==> config.mk <==
export PLATFORM = sky130hd
export DESIGN_NAME = irq_coalesce_unit
export DESIGN_NICKNAME = d
export VERILOG_FILES = /design/src/rtl/irq_coal_pkg.sv /design/src/rtl/irq_coalescer.sv /design/src/rtl/irq_raw_reg.sv /design/src/rtl/irq_coalesce_unit.sv
export SDC_FILE = /design/constraint.sdc
export NUM_CORES = 1
export LEC_CHECK = 0
export BUFFER_PORTS_ARGS = -buffer_cell sky130_fd_sc_hd__buf_2
export CORE_MARGIN = 1
export CORE_UTILIZATION = 50
export DETAILED_ROUTE_END_ITERATION = 8
export PLACE_DENSITY = 0.7
export SYNTH_ARGS = -nofsm -noshare
export SYNTH_HDL_FRONTEND = slang
export SYNTH_HIERARCHICAL = 1
export SYNTH_SLANG_ARGS = --single-unit
==> constraint.sdc <==
create_clock -name clk -period 3.8 [get_ports clk]
set_input_delay 0.76 -clock clk [delete_from_list [all_inputs] [get_ports clk]]
set_output_delay 0.76 -clock clk [all_outputs]
set_load 0.03 [all_outputs]
==> src/rtl/irq_coal_pkg.sv <==
package irq_coal_pkg;
  localparam int REG_W        = 32;
  localparam int NUM_FLAGS    = 16;
  localparam int NUM_DIR      = 2;   // 0 = receive, 1 = transmit
  localparam int BIT_RX_CNT   = 17;
  localparam int BIT_TX_CNT   = 19;
  localparam int BIT_RX_TMO   = 28;
  localparam int BIT_TX_TMO   = 29;
  localparam int BIT_FIFO_ERR = 30;
  localparam int THR_FIELD_W  = 16;

  typedef enum logic [2:0] {
    A_RAW    = 3'd0,
    A_ENA    = 3'd1,
    A_STAT   = 3'd2,
    A_THR    = 3'd3,
    A_RX_TMO = 3'd4,
    A_TX_TMO = 3'd5
  } reg_addr_e;
endpackage

==> src/rtl/irq_coalescer.sv <==
module irq_coalescer #(
  parameter int CNT_W = 16,
  parameter int TMO_W = 32
) (
  input  logic             clk,
  input  logic             rst_n,
  input  logic             desc_in,
  input  logic [CNT_W-1:0] thr,
  input  logic [TMO_W-1:0] tmo,
  output logic             cnt_evt,
  output logic             tmo_evt
);
  logic [CNT_W-1:0] pend;
  logic [TMO_W-1:0] tmr;
  logic [CNT_W:0]   pend_inc;
  logic [CNT_W:0]   thr_eff;
  logic             has_pend;

  assign has_pend = (pend != '0);
  assign thr_eff  = (thr == '0) ? (CNT_W+1)'(1) : {1'b0, thr};
  assign pend_inc = {1'b0, pend} + (CNT_W+1)'(desc_in);

  // count wins over timeout on the same edge
  assign cnt_evt = desc_in && (pend_inc >= thr_eff);
  assign tmo_evt = has_pend && (tmo != '0) && (tmr >= tmo - 1'b1) && !cnt_evt;

  always_ff @(posedge clk or negedge rst_n) begin
    if (!rst_n) begin
      pend <= '0;
      tmr  <= '0;
    end else if (cnt_evt) begin
      pend <= '0;
      tmr  <= '0;
    end else if (tmo_evt) begin
      pend <= CNT_W'(desc_in);
      tmr  <= '0;
    end else begin
      pend <= pend_inc[CNT_W-1:0];
      if (!has_pend)
        tmr <= '0;
      else if (tmr != '1)
        tmr <= tmr + 1'b1;
    end
  end

  // timer is idle whenever nothing is pending
  p_idle_timer_r7: assert property (@(posedge clk) disable iff (!rst_n)
    (pend == '0) |-> (tmr == '0));

  // a count event leaves nothing pending
  p_count_clears_r5: assert property (@(posedge clk) disable iff (!rst_n)
    cnt_evt |=> (pend == '0));
endmodule

==> src/rtl/irq_raw_reg.sv <==
module irq_raw_reg
  import irq_coal_pkg::*;
(
  input  logic             clk,
  input  logic             rst_n,
  input  logic [REG_W-1:0] set_vec,
  input  logic             clr_we,
  input  logic [REG_W-1:0] clr_vec,
  input  logic             ena_we,
  input  logic [REG_W-1:0] ena_wdata,
  output logic [REG_W-1:0] raw,
  output logic [REG_W-1:0] ena,
  output logic [REG_W-1:0] status,
  output logic             irq
);
  logic [REG_W-1:0] clr_eff;

  assign clr_eff = clr_we ? clr_vec : '0;

  always_ff @(posedge clk or negedge rst_n) begin
    if (!rst_n) begin
      raw <= '0;
      ena <= '0;
    end else begin
      raw <= (raw & ~clr_eff) | set_vec;
      if (ena_we)
        ena <= ena_wdata;
    end
  end

  assign status = raw & ena;
  assign irq    = |status;

  // a pulsed source is set next cycle regardless of a clear
  p_src_wins_r3: assert property (@(posedge clk) disable iff (!rst_n)
    (set_vec != '0) |=> ((raw & $past(set_vec)) == $past(set_vec)));

  // cleared bits without a competing source read zero
  p_w1c_clears_r1: assert property (@(posedge clk) disable iff (!rst_n)
    clr_we |=> ((raw & $past(clr_vec & ~set_vec)) == '0));

  // the line never rises without a raw cause
  p_irq_needs_raw_r2: assert property (@(posedge clk) disable iff (!rst_n)
    irq |-> (raw != '0));
endmodule

==> src/rtl/irq_coalesce_unit.sv <==
module irq_coalesce_unit
  import irq_coal_pkg::*;
#(
  parameter int          CNT_W      = 16,  // at most 16, the threshold field width
  parameter int          TMO_W      = 32,  // at most 32
  parameter int          THR_RST    = 1,
  parameter logic [31:0] RX_TMO_RST = 32'h0001_0000,
  parameter logic [31:0] TX_TMO_RST = 32'h0005_0000
) (
  input  logic        clk,
  input  logic        rst_n,
  input  logic [15:0] flag_evt,
  input  logic        fifo_err,
  input  logic        rx_desc_in,
  input  logic        tx_desc_in,
  input  logic        cfg_wr,
  input  logic [2:0]  cfg_addr,
  input  logic [31:0] cfg_wdata,
  output logic [31:0] cfg_rdata,
  output logic        irq
);
  localparam int CNT_BIT [NUM_DIR] = '{BIT_RX_CNT, BIT_TX_CNT};
  localparam int TMO_BIT [NUM_DIR] = '{BIT_RX_TMO, BIT_TX_TMO};

  logic [CNT_W-1:0] thr_q   [NUM_DIR];
  logic [TMO_W-1:0] tmo_q   [NUM_DIR];
  logic [NUM_DIR-1:0] desc_v, cnt_evt, tmo_evt;
  logic [REG_W-1:0] set_vec, raw, ena, status;

  assign desc_v = {tx_desc_in, rx_desc_in};

  // configuration registers
  always_ff @(posedge clk or negedge rst_n) begin
    if (!rst_n) begin
      thr_q[0] <= CNT_W'(THR_RST);
      thr_q[1] <= CNT_W'(THR_RST);
      tmo_q[0] <= TMO_W'(RX_TMO_RST);
      tmo_q[1] <= TMO_W'(TX_TMO_RST);
    end else if (cfg_wr) begin
      case (cfg_addr)
        A_THR: begin
          thr_q[0] <= cfg_wdata[CNT_W-1:0];
          thr_q[1] <= cfg_wdata[THR_FIELD_W +: CNT_W];
        end
        A_RX_TMO: tmo_q[0] <= cfg_wdata[TMO_W-1:0];
        A_TX_TMO: tmo_q[1] <= cfg_wdata[TMO_W-1:0];
        default: ;
      endcase
    end
  end

  genvar gd;
  generate
    for (gd = 0; gd < NUM_DIR; gd++) begin : g_dir
      irq_coalescer #(.CNT_W(CNT_W), .TMO_W(TMO_W)) u_coal (
        .clk     (clk),
        .rst_n   (rst_n),
        .desc_in (desc_v[gd]),
        .thr     (thr_q[gd]),
        .tmo     (tmo_q[gd]),
        .cnt_evt (cnt_evt[gd]),
        .tmo_evt (tmo_evt[gd])
      );
    end
  endgenerate

  always_comb begin
    set_vec = '0;
    set_vec[NUM_FLAGS-1:0] = flag_evt;
    set_vec[BIT_FIFO_ERR]  = fifo_err;
    for (int d = 0; d < NUM_DIR; d++) begin
      set_vec[CNT_BIT[d]] = cnt_evt[d];
      set_vec[TMO_BIT[d]] = tmo_evt[d];
    end
  end

  irq_raw_reg u_raw (
    .clk       (clk),
    .rst_n     (rst_n),
    .set_vec   (set_vec),
    .clr_we    (cfg_wr && (cfg_addr == A_RAW)),
    .clr_vec   (cfg_wdata),
    .ena_we    (cfg_wr && (cfg_addr == A_ENA)),
    .ena_wdata (cfg_wdata),
    .raw       (raw),
    .ena       (ena),
    .status    (status),
    .irq       (irq)
  );

  always_comb begin
    cfg_rdata = '0;
    case (cfg_addr)
      A_RAW:    cfg_rdata = raw;
      A_ENA:    cfg_rdata = ena;
      A_STAT:   cfg_rdata = status;
      A_THR: begin
        cfg_rdata[CNT_W-1:0]              = thr_q[0];
        cfg_rdata[THR_FIELD_W +: CNT_W]   = thr_q[1];
      end
      A_RX_TMO: cfg_rdata = REG_W'(tmo_q[0]);
      A_TX_TMO: cfg_rdata = REG_W'(tmo_q[1]);
      default:  cfg_rdata = '0;
    endcase
  end

  // count and timeout of one direction never share an edge
  p_cnt_tmo_excl_r8: assert property (@(posedge clk) disable iff (!rst_n)
    $onehot0({set_vec[BIT_RX_CNT], set_vec[BIT_RX_TMO]}) &&
    $onehot0({set_vec[BIT_TX_CNT], set_vec[BIT_TX_TMO]}));

  // unused cause positions never set
  p_unused_zero_r4: assert property (@(posedge clk) disable iff (!rst_n)
    (raw & 32'h8FF5_0000) == '0);
endmodule

==> results of run 1 <==
[cell usage in the layout, fill, tap and decap left out, types with 42 or more instances in the layout]
master,netlist,routed
mux2i_1,76,76
o21ai_0,49,48
xnor2_1,77,74
buf_2,29,86
buf_4,6,144
nand3_1,61,58
a21o_1,44,44
ha_1,104,104
nor3_1,55,46
nor2_1,62,56
a21oi_1,80,78
inv_1,65,65
mux2_2,116,116
xor2_1,42,42
nand2_1,105,105
dfrtp_1,251,251
[repair_timing]
action / CTS / global route
cloned: 1 / 5
pin swaps: 6 / 36
resized for setup: 15 / 88
endpoints found under the hold margin: 0 / 0
endpoints found under the setup margin: 97 / 99
buffers inserted: 0 / 14
[synthesized netlist by cell type, types with 41 or more instances]
cell type | instances | area share (%)
nor2_1 | 62 | 1.4
a21o_1 | 44 | 2.0
mux2_2 | 116 | 7.8
xor2_1 | 42 | 2.2
a21oi_1 | 80 | 2.4
ha_1 | 104 | 7.8
nor4_1 | 48 | 1.8
nand3_1 | 61 | 1.8
xnor2_1 | 77 | 4.0
and3_1 | 41 | 1.5
dfrtp_1 | 251 | 38
o21ai_0 | 49 | 1.5
nor3_1 | 55 | 1.6
inv_1 | 65 | 1.5
mux2i_1 | 76 | 4.6
nand2_1 | 105 | 2.4
[layer usage]
layer	track usage (%)	vias up	wire (um)
met5	0	-	0
met1	38.5	7087	21400
met2	45.3	419	22700
met3	3.85	98	2670
met4	10.3	0	1700
li1	-	6549	-
[power by group]
group	switching (mW)	internal (mW)
registers	0.592	3.19
clock network	1.21	1.86
logic	1.64	1.51
[final cells by class]
type / count / area share (%)
multi-input cells: 1273 / 50.4
well taps: 442 / 2.71
repair buffers: 250 / 9.25
diodes: 2 / 0.0245
inverters: 65 / 1.19
clock inverters: 13 / 1.07
clock buffers: 39 / 4.03
flip-flops and latches: 256 / 31.4
[per-stage QoR]
stage	std cells	hold slack, ns	power (mW)	area (um^2)
floorplan	1665	0.455	5.54	16700
global placement	2266	0.474	6.55	18600
detailed placement	2266	0.485	6.68	18600
CTS	2319	0.170	9.80	19700
global route	2340	0.206	10.5	20400
finish	2340	0.167	10.0	20400
[worst max-delay path, cell delays in order, from the launching register on]
cell and delay [ns]:
dfrtp_1 0.41, buf_6 0.14, or4_4 0.51, or3_4 0.43, nor3_4 0.22, xnor2_2 0.11
ha_1 0.30, nand4_1 0.10, or4_4 0.53, a311oi_2 0.20, o31a_1 0.20, or2_4 0.28
clkbuf_16 0.23, a2111oi_4 0.04
[how the worst max path moves through the flow]
stage,startpoint,end,slack [ns],cells after the start
5_1_grt,tmo_q[32],g_dir[0].u_coal/tmr[28],-0.15,18
3_3_place_gp,tmo_q[5],g_dir[1].u_coal/tmr[12],-0.20,16
2_1_floorplan,tmo_q[5],g_dir[1].u_coal/tmr[10],0.03,15
4_1_cts,u_raw/raw[26],irq,0.01,5
3_5_place_dp,tmo_q[5],g_dir[1].u_coal/tmr[18],-0.20,16
6_report,tmo_q[13],g_dir[1].u_coal/tmr[29],-0.03,13
[logic make-up after synthesis]
family                     synth area share [%]
and+or+nand+nor                            18.7
AOI/OAI and AO/OA                          11.3
DFF                                        38.4
muxes                                      13.7
buffers and inverters                      3.77
xor gates and xnor gates                   6.24
adders and majority gates                  7.79
other                                    0.0225
[flip-flops by register name, summed over array words and instances, names as in the netlist]
signal	count
u_raw/ena	32
tmo_q	64
thr_q	32
g_dir.u_coal/pend	32
u_raw/raw	32
g_dir.u_coal/tmr	64
==> results.json, run 1 <==
{
  "cts.sinks": 256,
  "hpwl_um": 35100,
  "drc_errors": 0,
  "clkTransAtPathRegs_ns": 0.06,
  "end_kind": "flop",
  "fill_cells": 2690,
  "violations": "negative setup slack",
  "io_pins": 90,
  "r2r_cells": 13,
  "drive_gt1_share_pct": 28.2,
  "crit_fanout": 8,
  "peakVddDrop_mv": 0.422,
  "p_leak_nw": 9.02,
  "synth_seq_cells": 256,
  "gr-total-overflow": 0,
  "multi_input_area_um2": 10300,
  "cts_made_buffers": 29,
  "drv_cap": 0,
  "cts_tree": "yes",
  "io_buffers": 89,
  "gp_congestion": 0.941,
  "syn_avg_cell_area_um2": 10.1,
  "fin_setup_tns_ns": -0.404,
  "first_global_vias": 13749,
  "cts_hold_buf": 0,
  "antenna_left": 0,
  "clk-insertion-delay-late_ns": 0.58,
  "cts-root-buf": "clkbuf_16",
  "postLayoutCoreUtil_pct": 62.5,
  "dp_worst_setup_slack_ns": -0.199,
  "die_area_um2": 34100,
  "power_density_nw_per_um2": 490,
  "rsz0062_at_grt": "true",
  "critical_path_class": "reg2reg",
  "fin_crit_ns": 3.83,
  "r2r-end": "g_dir[1].u_coal/tmr[29]",
  "status": "finished, violations left",
  "timing.final.hold_violations": 0,
  "drv_slew": 0,
  "tightest_slew_ns": 0.903,
  "ys_seq_area_share_pct": 38.4,
  "htreeDepth": 1,
  "wl_per_cell_um": 20.7,
  "register_area_um2": 6410,
  "start_kind": "flop",
  "drt_iter0_markers": 816,
  "setup_violations": 26,
  "yosysWarningCount": 6,
  "fp.coreArea_um2": 32700,
  "synth-edff-count": 0,
  "syn_area_um2": 16700,
  "die_x_um": 185,
  "clockBufferDepth": 3,
  "grtUsageTotal_pct": 28.1,
  "synth_cell_types": 74,
  "vias_per_cell": 6.05,
  "skew_ns": 0.0254,
  "grt_pass1_wl_um": 74700,
  "worstPathRequired_ns": 4.24,
  "start_util_pct": 51.1,
  "rows": 66,
  "worstPathArrival_ns": 4.28,
  "max_freq_ghz": 0.261,
  "nNetsFinal": 2036,
  "dr.pass1.iters": 5,
  "synthArstFlopShare_pct": 100,
  "worstReg2RegStart": "tmo_q[13]",
  "wirelength_um": 48400,
  "die_h_um": 185,
  "grt_max_degree": 71,
  "period_share_pct": 101,
  "syn_inst": 1655,
  "layout_setup_ws_ns": -0.0317,
  "antenna_found_initial": 2,
  "synthFlopType": "dfrtp_1",
  "vias": 14153,
  "slew_headroom_pct": 39.8,
  "rrSetupSlack_ns": -0.03,
  "area_delta_synth_final_pct": 22.4,
  "hold_class": "in2async"
}
Note: power is estimated with default switching activity, not from simulation.
==> run 2, diff against run 1 <==
--- a/config.mk
+++ b/config.mk
@@ -6,10 +6,14 @@
 export NUM_CORES = 1
 export LEC_CHECK = 0
 export BUFFER_PORTS_ARGS = -buffer_cell sky130_fd_sc_hd__buf_2
+export CAP_MARGIN = 25
+export CELL_PAD_IN_SITES_DETAIL_PLACEMENT = 1
+export CELL_PAD_IN_SITES_GLOBAL_PLACEMENT = 2
 export CORE_MARGIN = 1
-export CORE_UTILIZATION = 50
+export CORE_UTILIZATION = 37
 export DETAILED_ROUTE_END_ITERATION = 8
-export PLACE_DENSITY = 0.7
+export PLACE_DENSITY_LB_ADDON = 0.1
+export SKIP_LAST_GASP = 1
 export SYNTH_ARGS = -nofsm -noshare
 export SYNTH_HDL_FRONTEND = slang
 export SYNTH_HIERARCHICAL = 1
==> run 2 against run 1 <==
  * The run still ends with negative setup slack left
  * Die area increased by 35%
  * Hold slack gained 0.096 ns
  * Utilization fell by 15 points
  * Via count fell by 0.95%
  * Critical endpoint is now g_dir[0].u_coal/tmr[31]
==> results.json, run 2 (synthesis results as in run 1) <==
{
  "violations": "negative setup slack",
  "skew_ns": 0.00835,
  "holdWs_ns": 0.263,
  "total_power_mw": 10.5,
  "clk-insertion-delay-late_ns": 0.54,
  "crit_fanout": 8,
  "cts_hold_buf": 0,
  "vias": 14018,
  "io_pins": 90,
  "drt_iter0_markers": 661,
  "die_x_um": 214,
  "fill_cells": 4865,
  "wl_per_cell_um": 22.7,
  "n_antenna_cell": 0,
  "place_area_um2": 18800,
  "rows": 77,
  "worstPathCellList": "or4_4 -> nand4b_1 -> or3_4 -> nor4_4 -> xnor2_1 -> ha_1 -> a21oi_1 -> nand2_1 -> a221oi_4 -> a31oi_4 -> nor2_4 -> nand3_4 -> buf_12 -> a311oi_2",
  "drive_gt1_share_pct": 29.3,
  "fin_crit_ns": 3.89,
  "end_kind": "flop",
  "period_share_pct": 102,
  "gr-total-overflow": 0,
  "clockBufferDepth": 3,
  "mostFrequentLayoutCells": "249 x dfrtp_1, 154 x buf_4, 116 x mux2_2",
  "p_leak_nw": 9.20,
  "slowest_stage": "or4_4",
  "timing.final.hold_violations": 0,
  "final_area_um2": 21000,
  "slew_headroom_pct": 37.6,
  "hpwl_um": 41300,
  "die_area_um2": 46000,
  "cts_made_buffers": 35,
  "power_density_nw_per_um2": 499,
  "vias_per_cell": 5.59,
  "tightest_slew_ns": 0.931,
  "drv_cap": 0,
  "area_delta_synth_final_pct": 25.5,
  "worstPathArrival_ns": 4.33,
  "largestRegisters": "g_dir.u_coal/tmr: 64 flops, tmo_q: 64 flops",
  "dr.pass1.iters": 5,
  "antenna_left": 0,
  "fin_setup_tns_ns": -2.70,
  "die_h_um": 214,
  "rsz0062_at_grt": "true",
  "drc_errors": 0,
  "fp.coreArea_um2": 44400,
  "clkTransAtPathRegs_ns": 0.06,
  "slowest_delay_ns": 0.56,
  "start_kind": "flop",
  "layout_commonest_cell": "dfrtp_1",
  "status": "finished, violations left",
  "io_buffers": 89,
  "grt_pass1_wl_um": 89000,
  "setup_violations": 75,
  "peakVddDrop_mv": 0.258,
  "layout_setup_ws_ns": -0.0896,
  "cts_tree": "yes",
  "grt_max_degree": 94,
  "nNetsFinal": 2052,
  "htreeDepth": 2,
  "drv_slew": 0,
  "max_freq_ghz": 0.257,
  "postLayoutCoreUtil_pct": 47.2,
  "gp_congestion": 0.824,
  "critical_path_class": "reg2reg",
  "start_util_pct": 37.6,
  "wirelength_um": 57000,
  "first_global_vias": 14993,
  "cts-root-buf": "clkbuf_16",
  "antenna_found_initial": 0,
  "cts.sinks": 256,
  "grtUsageTotal_pct": 24.7,
  "worstPathRequired_ns": 4.24,
  "hold_class": "in2async"
}
-- run 2: area by class of cell --
class                   instances  area (um^2)  share of cell area [%]
multi-input cells            1273        10400                    49.5
flip-flops and latches        256         6410                    30.6
repair buffers                260         2010                    9.58
clock buffers                  54         1070                    5.11
well taps                     592          741                    3.53
inverters                      65          244                    1.16
clock inverters                 7          113                   0.537
-- run 2: final timing paths --
path                            depth (start not counted)                      end          start  slack, ns
min in group clk                                        2            u_raw/raw[30]       fifo_err       0.39
max in group asynchronous                               2                tmo_q[59]          rst_n       2.52
worst max register to register                         14  g_dir[0].u_coal/tmr[31]      tmo_q[41]      -0.09
worst max-delay path                                   14  g_dir[0].u_coal/tmr[31]      tmo_q[41]      -0.09
worst min register to register                          1            u_raw/raw[30]  u_raw/raw[30]       0.48
worst min-delay path                                    1   g_dir[1].u_coal/tmr[5]          rst_n       0.26
-- run 2: where the power goes --
part | internal, mW | leakage [nW] | total (mW) | switching [mW]
Sequential | 3.19 | 3.13 | 3.80 | 0.605
Clock | 2.13 | 0.578 | 3.42 | 1.29
Combinational | 1.52 | 5.49 | 3.23 | 1.71
Total | 6.85 | 9.20 | 10.5 | 3.60
-- run 2: per-layer routing --
layer	share of wire, %	wire length [um]	GRT usage, %	vias up
met2	48	27600	42.0	200
met3	3.2	1800	2.94	61
met4	1.8	1020	6.05	0
met1	47	26600	33.4	7166
met5	0	0	0	-
li1	-	-	-	6591
-- run 2: repair_timing --
| item | 4_1_cts | 5_1_grt |
|---|---|---|
| buffers inserted | 13 | 11 |
| pin swaps | 11 | 37 |
| setup endpoints to repair | 99 | 100 |
| hold endpoints to repair | 0 | 0 |
| resized for setup | 36 | 86 |
| cloned | 3 | 4 |
-- run 2: stage by stage --
step / worst slack, ns / std cells
final: -0.0896 / 2507
after global routing: -0.315 / 2507
after CTS: -0.0154 / 2495
after detailed placement: -0.392 / 2418
after global placement: -0.355 / 2418
after floorplan: 0.0291 / 1665
-- run 2: worst max-delay path: cells and delay by family (launching register included) --
family	cells	cell delay, ns
AO/OA/AOI/OAI	4	0.87
XOR/XNOR	1	0.15
adder cells (fa/ha/maj)	1	0.28
buffers and inverters	1	0.21
flip-flops	1	0.38
AND/OR/NAND/NOR	7	1.88
==> run 3, diff against run 2 <==
--- a/config.mk
+++ b/config.mk
@@ -10,7 +10,7 @@
 export CELL_PAD_IN_SITES_DETAIL_PLACEMENT = 1
 export CELL_PAD_IN_SITES_GLOBAL_PLACEMENT = 2
 export CORE_MARGIN = 1
-export CORE_UTILIZATION = 37
+export CORE_UTILIZATION = 44
 export DETAILED_ROUTE_END_ITERATION = 8
 export PLACE_DENSITY_LB_ADDON = 0.1
 export SKIP_LAST_GASP = 1
==> constraint.sdc (replaced) <==
create_clock -name clk -period 4.55 [get_ports clk]
set_input_delay 0.91 -clock clk [delete_from_list [all_inputs] [get_ports clk]]
set_output_delay 0.91 -clock clk [all_outputs]
set_load 0.03 [all_outputs]
==> run 3 against run 2 <==
  * The flow now finishes without violations
  * Power decreased by 22%
  * Final area decreased by 8.8%
  * Non-clock buffer count decreased by 121
  * Fmax decreased by 10%
  * Critical path depth increased by 1
  * Via count decreased by 2.4%
  * Clock power decreased by 21%
  * Cell count decreased by 8.4%
  * Largest power group unchanged
  * Highest routed layer unchanged
==> results.json, run 3 (synthesis results as in run 1) <==
{
  "hold_class": "in2async",
  "cts.sinks": 256,
  "end_kind": "flop",
  "period_share_pct": 95.4,
  "clockPowerShare_pct": 33.0,
  "p_seq_share_pct": 39.7,
  "tightest_slew_ns": 1.06,
  "die_x_um": 197,
  "worstPathRequired_ns": 5.00,
  "dr.pass1.iters": 5,
  "postLayoutCoreUtil_pct": 51.7,
  "die_area_um2": 38700,
  "vias": 13684,
  "p_int_mw": 5.35,
  "timing.final.hold_violations": 0,
  "p_leak_nw": 8.46,
  "layout_setup_ws_ns": 0.210,
  "total_power_mw": 8.16,
  "crit_fanout": 32,
  "nNetsFinal": 1929,
  "rows": 70,
  "worstPathArrival_ns": 4.79,
  "cts_hold_buf": 0,
  "antenna_left": 0,
  "grt_pass1_wl_um": 83000,
  "mostFrequentLayoutCells": "251 x dfrtp_1, 116 x mux2_2, 105 x nand2_1",
  "grtUsageTotal_pct": 27.4,
  "hpwl_um": 37800,
  "skew_ns": 0.0139,
  "fp.coreArea_um2": 37000,
  "drv_cap": 0,
  "grt_max_degree": 92,
  "start_kind": "flop",
  "dp_worst_setup_slack_ns": -0.189,
  "wirelength_um": 52400,
  "drv_slew": 0,
  "io_buffers": 89,
  "drt_iter0_markers": 663,
  "start_util_pct": 45.2,
  "gr-total-overflow": 0,
  "cts-root-buf": "clkbuf_16",
  "status": "completed",
  "swShare_pct": 34.5,
  "largestRegisters": "g_dir.u_coal/tmr: 64 flops, tmo_q: 64 flops",
  "die_h_um": 197,
  "critical_path_class": "reg2reg",
  "io_pins": 90,
  "antenna_found_initial": 2,
  "area_delta_synth_final_pct": 14.5,
  "power_density_nw_per_um2": 427,
  "clockBufferDepth": 3,
  "wl_per_cell_um": 22.8,
  "slew_headroom_pct": 29.2,
  "setup_violations": 0,
  "gp_congestion": 0.833,
  "max_freq_ghz": 0.230,
  "vias_per_cell": 5.96,
  "htreeDepth": 1,
  "drc_errors": 0,
  "fill_cells": 4136,
  "combPwrFrac_pct": 27.3,
  "layout_commonest_cell": "dfrtp_1",
  "p_sw_mw": 2.82,
  "peakVddDrop_mv": 0.334,
  "multi_input_area_um2": 9830,
  "clk-insertion-delay-late_ns": 0.58,
  "drive_gt1_share_pct": 20.9,
  "clkTransAtPathRegs_ns": 0.06,
  "register_area_um2": 6410,
  "cts_tree": "yes",
  "fin_crit_ns": 4.34,
  "first_global_vias": 14149,
  "cts_made_buffers": 31
}
run 3: changes by cell type in the layout (fill, tap and decap cells not counted), moves of 5 or more:
cell       previous run  this run
buf_4               154        45
nor3_1               40        54
nor4_1               29        43
nor4_4               14         1
nor2_1               49        60
nor3_2               33        22
clkbuf_16            41        31
a21oi_1              73        80
nor2_4                9         2
a21oi_2               6         0
clkbuf_1              9         3
clkinv_2              3         9
buf_12               10         5
run 3: power by group through the flow:
stage / clock network, mW / logic, mW / registers [mW]
floorplan: 0 / 1.58 / 3.05
global placement: 0 / 2.13 / 3.24
detailed placement: 0 / 2.21 / 3.26
CTS: 2.75 / 2.23 / 3.23
global route: 2.82 / 2.48 / 3.30
finish: 2.69 / 2.23 / 3.24
run 3: layout make-up:
type	instances	share of cell area [%]
multi-input cells	1275	51.4
flip-flops and latches	256	33.5
repair buffers	139	4.74
clock buffers	38	4.40
well taps	504	3.30
clock inverters	18	1.31
inverters	65	1.28
diodes	1	0.0131
run 3: final timing paths:
| path | cells past startpoint | slack [ns] | endpoint | from |
|---|---|---|---|---|
| worst max-delay path | 15 | 0.21 | g_dir[1].u_coal/tmr[1] | tmo_q[3] |
| worst min-delay path | 1 | 0.32 | thr_q[29] | rst_n |
| worst max register to register | 15 | 0.21 | g_dir[1].u_coal/tmr[1] | tmo_q[3] |
| worst min register to register | 1 | 0.50 | u_raw/raw[20] | u_raw/raw[20] |
| max in group asynchronous | 2 | 3.25 | thr_q[8] | rst_n |
| min in group clk | 1 | 0.50 | u_raw/raw[20] | u_raw/raw[20] |
run 3: through the flow:
stage | setup TNS [ns] | area, um^2 | cells | hold slack (ns)
2_1_floorplan | 0 | 16700 | 1665 | 0.455
5_1_grt | -0.0202 | 19100 | 2296 | 0.378
3_3_place_gp | -3.64 | 17900 | 2234 | 0.476
4_1_cts | 0 | 19000 | 2292 | 0.352
3_5_place_dp | -6.54 | 17900 | 2235 | 0.487
6_report | 0 | 19100 | 2296 | 0.319
run 3: metal layers:
metal | up-vias | share of wire [%] | GRT usage (%)
met5 | - | 0 | 0
met4 | 0 | 2.2 | 6.40
met3 | 64 | 3.6 | 2.79
met2 | 235 | 48 | 45.8
met1 | 7061 | 47 | 38.1
li1 | 6324 | - | -
run 3: worst max-delay path, cell delays in order, from the launching register on:
cell and delay [ns]:
dfrtp_1 0.51, nor4_4 0.34, buf_4 0.17, nand3_1 0.15, nor2_2 0.22, nand3_1 0.19, nor3_1 0.26, xnor2_1 0.11
ha_1 0.30, nand4_1 0.18, or4_1 0.55, a311oi_2 0.35, o31a_1 0.31, or2_2 0.22, buf_12 0.21, nor4_1 0.08
run 3: repair_timing:
item                       in CTS  in global routing
cloned                          0                  2
setup buffers                   1                  1
setup endpoints to repair      48                 96
pin swaps                       0                  1
gates resized for setup         3                 12
